**src/rtl/pr_pkg.sv**
```systemverilog
package pr_pkg;

    localparam int STATE_W = 3;

    typedef enum logic [STATE_W-1:0] {
        ST_START  = 3'd0,
        ST_SEEN0  = 3'd1,
        ST_SEEN1  = 3'd2,
        ST_SUF01  = 3'd3,
        ST_SUF10  = 3'd4,
        ST_MATCH  = 3'd5,
        ST_LOCKED = 3'd6
    } pr_state_e;

    typedef struct packed {
        pr_state_e state;
        logic      hit;
    } pr_step_t;

    function automatic pr_state_e pr_advance(input pr_state_e cur, input logic bit_in);
        pr_state_e nxt;
        case (cur)
            ST_START:  nxt = bit_in ? ST_SEEN1 : ST_SEEN0;
            ST_SEEN0:  nxt = bit_in ? ST_SUF01 : ST_SEEN0;
            ST_SEEN1:  nxt = bit_in ? ST_SEEN1 : ST_SUF10;
            ST_SUF01:  nxt = bit_in ? ST_SEEN1 : ST_MATCH;
            ST_SUF10:  nxt = bit_in ? ST_SUF01 : ST_LOCKED;
            ST_MATCH:  nxt = bit_in ? ST_SUF01 : ST_LOCKED;
            ST_LOCKED: nxt = ST_LOCKED;
            default:   nxt = ST_START;
        endcase
        return nxt;
    endfunction

    function automatic logic pr_is_hit(input pr_state_e s);
        return (s == ST_MATCH);
    endfunction

endpackage

```
**src/rtl/pr_next_state.sv**
```systemverilog
module pr_next_state
    import pr_pkg::*;
(
    input  pr_state_e cur_state,
    input  logic      bit_in,
    output pr_state_e nxt_state
);
    always_comb begin
        nxt_state = pr_advance(cur_state, bit_in);
    end
endmodule

```
**src/rtl/pr_out_decode.sv**
```systemverilog
module pr_out_decode
    import pr_pkg::*;
(
    input  pr_state_e nxt_state,
    output pr_step_t  step
);
    always_comb begin
        step.state = nxt_state;
        step.hit   = pr_is_hit(nxt_state);
    end
endmodule

```
**src/rtl/pr_state_reg.sv**
```systemverilog
module pr_state_reg
    import pr_pkg::*;
#(
    parameter pr_state_e RESET_STATE = ST_START
) (
    input  logic      clk,
    input  logic      rst,
    input  pr_step_t  step,
    output pr_state_e state_q,
    output logic      hit_q
);
    always_ff @(posedge clk) begin
        if (rst) begin
            state_q <= RESET_STATE;
            hit_q   <= 1'b0;
        end else begin
            state_q <= step.state;
            hit_q   <= step.hit;
        end
    end

    AST_RESET_START: assert property (@(posedge clk) rst |=> (state_q == RESET_STATE) && !hit_q);
endmodule

```
**src/rtl/pr_recog_top.sv**
```systemverilog
module pr_recog_top
    import pr_pkg::*;
(
    input  logic clk,
    input  logic rst,
    input  logic x,
    output logic z
);
    pr_state_e cur_state;
    pr_state_e nxt_state;
    pr_step_t  step;
    logic      hit_q;

    pr_next_state u_nsl (
        .cur_state (cur_state),
        .bit_in    (x),
        .nxt_state (nxt_state)
    );

    pr_out_decode u_dec (
        .nxt_state (nxt_state),
        .step      (step)
    );

    pr_state_reg #(.RESET_STATE(ST_START)) u_reg (
        .clk     (clk),
        .rst     (rst),
        .step    (step),
        .state_q (cur_state),
        .hit_q   (hit_q)
    );

    assign z = hit_q;

    AST_HIT_AFTER_SUF01: assert property (@(posedge clk) disable iff (rst)
        z |-> (!$past(x) && $past(cur_state) == ST_SUF01));
    AST_LOCK_STICKY: assert property (@(posedge clk) disable iff (rst)
        (cur_state == ST_LOCKED) |=> (cur_state == ST_LOCKED) && !z);
    AST_LOCK_ENTRY: assert property (@(posedge clk) disable iff (rst)
        (cur_state != ST_LOCKED) ##1 (cur_state == ST_LOCKED) |-> !$past(x));
    AST_HIT_MEANS_MATCH: assert property (@(posedge clk) disable iff (rst)
        z |-> (cur_state == ST_MATCH));
endmodule

```
**config.mk**
```make
export PLATFORM = sky130hd
export DESIGN_NAME = pr_recog_top
export DESIGN_NICKNAME = d
export VERILOG_FILES = /design/src/rtl/pr_pkg.sv /design/src/rtl/pr_next_state.sv /design/src/rtl/pr_out_decode.sv /design/src/rtl/pr_state_reg.sv /design/src/rtl/pr_recog_top.sv
export SDC_FILE = /design/constraint.sdc
export NUM_CORES = 1
export LEC_CHECK = 0
export BUFFER_PORTS_ARGS = -buffer_cell sky130_fd_sc_hd__buf_2
export CAP_MARGIN = 20
export CORE_AREA = 2 2 39 41
export CTS_CLUSTER_DIAMETER = 40
export DETAILED_ROUTE_END_ITERATION = 8
export DIE_AREA = 0 0 41 43
export GPL_TIMING_DRIVEN = 0
export PLACE_DENSITY_LB_ADDON = 0.15
export SLEW_MARGIN = 20
export SYNTH_ARGS = -nofsm -noshare
export SYNTH_HDL_FRONTEND = slang
export SYNTH_SLANG_ARGS = --single-unit
```
**constraint.sdc**
```tcl
create_clock -name clk -period 2.43 [get_ports clk]
set_clock_uncertainty 0.05 [all_clocks]
set_input_delay 0.486 -clock clk [delete_from_list [all_inputs] [get_ports clk]]
set_output_delay 0.486 -clock clk [all_outputs]
set_load 0.03 [all_outputs]
```
==> flow_metrics.tcl <==
set metrics [dict create \
    fin_cells 37 \
    syn_area_per_cell_um2 11.2 \
    die_w_um 41 \
    post-route-period-util_pct 51.5 \
    power.density_mw_per_mm2 753 \
    avgViaCountPerCell 3.73 \
    slew_violations 0 \
    nets 26 \
    most-common-layout-cells "4 x dfxtp_1, 3 x clkbuf_4, 3 x buf_2" \
    cts_buffers 3 \
    die-height_um 43 \
    synthFlopType "dfxtp_1" \
    yosys-top-cells-area "dfxtp_1 48%, a2111oi_2 9.0%, mux2i_1 6.0%" \
    yosysWarnings 0 \
    wl_per_cell_um 8.46 \
    cp_data_arrival_time_ns 0.72 \
    place_inst 34 \
    critPathCaptureType "primary output" \
    critical_path_class "flop to primary output" \
    syn_inst 15 \
    cap_violations 0 \
    synth_area_leader_cell "dfxtp_1" \
    grt_pass1_wl_um 496 \
    ioPinCount 4 \
    power_frac_seq_pct 44.1 \
    combPwrFrac_pct 7.8 \
    max_stage_delay_ns 0.30 \
    tightest_slew_ns 0.256 \
    min_path_type "input pin to flop" \
    p_int_uw 132 \
    final_common_cell "dfxtp_1" \
    cts_tree "done" \
    hold_violations 0 \
    synth-seq-cells 4 \
    rows 14 \
    syn_nets 18 \
    setup_ws_ns 1.18 \
    dr.pass1.iters 4 \
    setup_violations 0 \
    die_area_mm2 0.00176 \
    start_util_pct 12.1 \
    h-tree-depth 1 \
    clk_pin_slew_ns 0.04 \
    areaGrowthSynthToFinish_pct 34.3 \
    drc 0 \
    cts_buffer_depth 2 \
    gp_congestion 0.645 \
    power_frac_clock_pct 48.1 \
    irDropWorstVdd_v 0.000240 \
    cp_cell_sequence "buf_2" \
    worst_ep_required_time_ns 1.89 \
    p_switching_uw 37.5 \
    synthArstFlopShare_pct 0 \
    min_period_ns 1.25 \
    yosysSeqAreaShare_pct 47.8 \
    yosysUniqueCellTypes 12 \
    crit_buf_inv 1 \
    cp_slowest_cell "dfxtp_1" \
    r2r_slack_ns 1.45 \
    cts_sinks 4 \
    critPathTopFamily "flip-flops" \
    swShare_pct 22.1 \
    grt_start_max_net_pins 7 \
    cts_setup_buffers 0 \
    antennaDiodeCount 0 \
    numPortBuffers 3 \
    root_buffer "clkbuf_4" \
    dpl_worst_slack_ns 1.14 \
    synth_edf_count 0 \
    leakage_uw 0.0000880 \
    grt.total_usage_pct 5.03 \
    drt-total-wl_um 313 \
    num_vias 138 \
    ctsResizeCount 0 \
    rsz0062_at_grt "false" \
    cp_max_fo 1 \
    hpwl_um 211 \
    start_kind "flop" \
    layout-drive-gt1-share_pct 38.1 \
    tns_ns 0 \
    grt_pass1_vias 123 \
    core_region_area_mm2 0.00138 \
    slew_headroom_pct 82.9 \
    synth_top_area_share_pct 47.8 \
    drtIter0Drc 1 \
    status "finished clean" \
    antenna_found_initial 0 \
    clock.fmax_mhz 799 \
    hold_buffers 0 \
    gr-total-overflow 0 \
    insertion_delay_ns 0.23 \
    drtAntennaViolNets 0 \
    yosysMostFrequentCell "dfxtp_1" \
    syn-cell-area_um2 168 \
]
-- flip-flops by register name, indices dropped and copies added, names as in the netlist --
| register | count |
|---|---|
| u_reg.state_q | 3 |
| u_reg.hit_q | 1 |
-- final cells by class --
cell class,count,area [um^2]
Inverter,1,3.75
Clock buffer,3,22.5
Sequential cell,4,80.1
Tap cell,16,20.0
Timing Repair Buffer,3,15.0
Multi-Input combinational cell,10,83.8
Fill cell,155,1160
-- final timing paths --
check / start / endpoint / cells past startpoint
min reg2reg: u_reg.state_q[0] / u_reg.state_q[1] / 1
min: rst / u_reg.state_q[0] / 2
max reg2reg: u_reg.state_q[2] / u_reg.state_q[0] / 2
max: u_reg.hit_q / z / 1
-- through the flow --
stage / area, um^2 / hold WS [ns] / power (uW) / utilization [%]
global placement: 203 / 0.484 / 88.9 / 14.6
finish: 225 / 0.424 / 170 / 16.3
CTS: 225 / 0.420 / 173 / 16.3
floorplan: 168 / 0.438 / 83.4 / -
detailed placement: 203 / 0.481 / 88.8 / 14.6
global route: 225 / 0.427 / 182 / 16.3
-- layer usage --
metal / GRT usage (%) / up-vias / share of wire (%)
li1: - / 71 / -
met1: 5.48 / 62 / 48
met2: 4.69 / 5 / 38
met3: 9.42 / 0 / 14
met4: 0 / 0 / 0
met5: 0 / - / 0
-- cell families (layout without fill, tap and decap cells) --
logic type | Yosys count | count (layout) | synth area share (%)
compound gates | 3 | 3 | 19.4
buf+inv | 1 | 7 | 2.24
simple gates | 6 | 6 | 24.6
mux | 1 | 1 | 5.97
flops | 4 | 4 | 47.8
-- power groups by stage --
stage	clock network, uW	registers [uW]	logic [uW]
finish	81.6	74.8	13.3
global route	91.6	75.0	15.0
CTS	85.2	74.5	13.5
detailed placement	0	75.3	13.5
global placement	0	75.6	13.4
floorplan	0	74.8	8.65
Power figures use the tool's default switching activity.
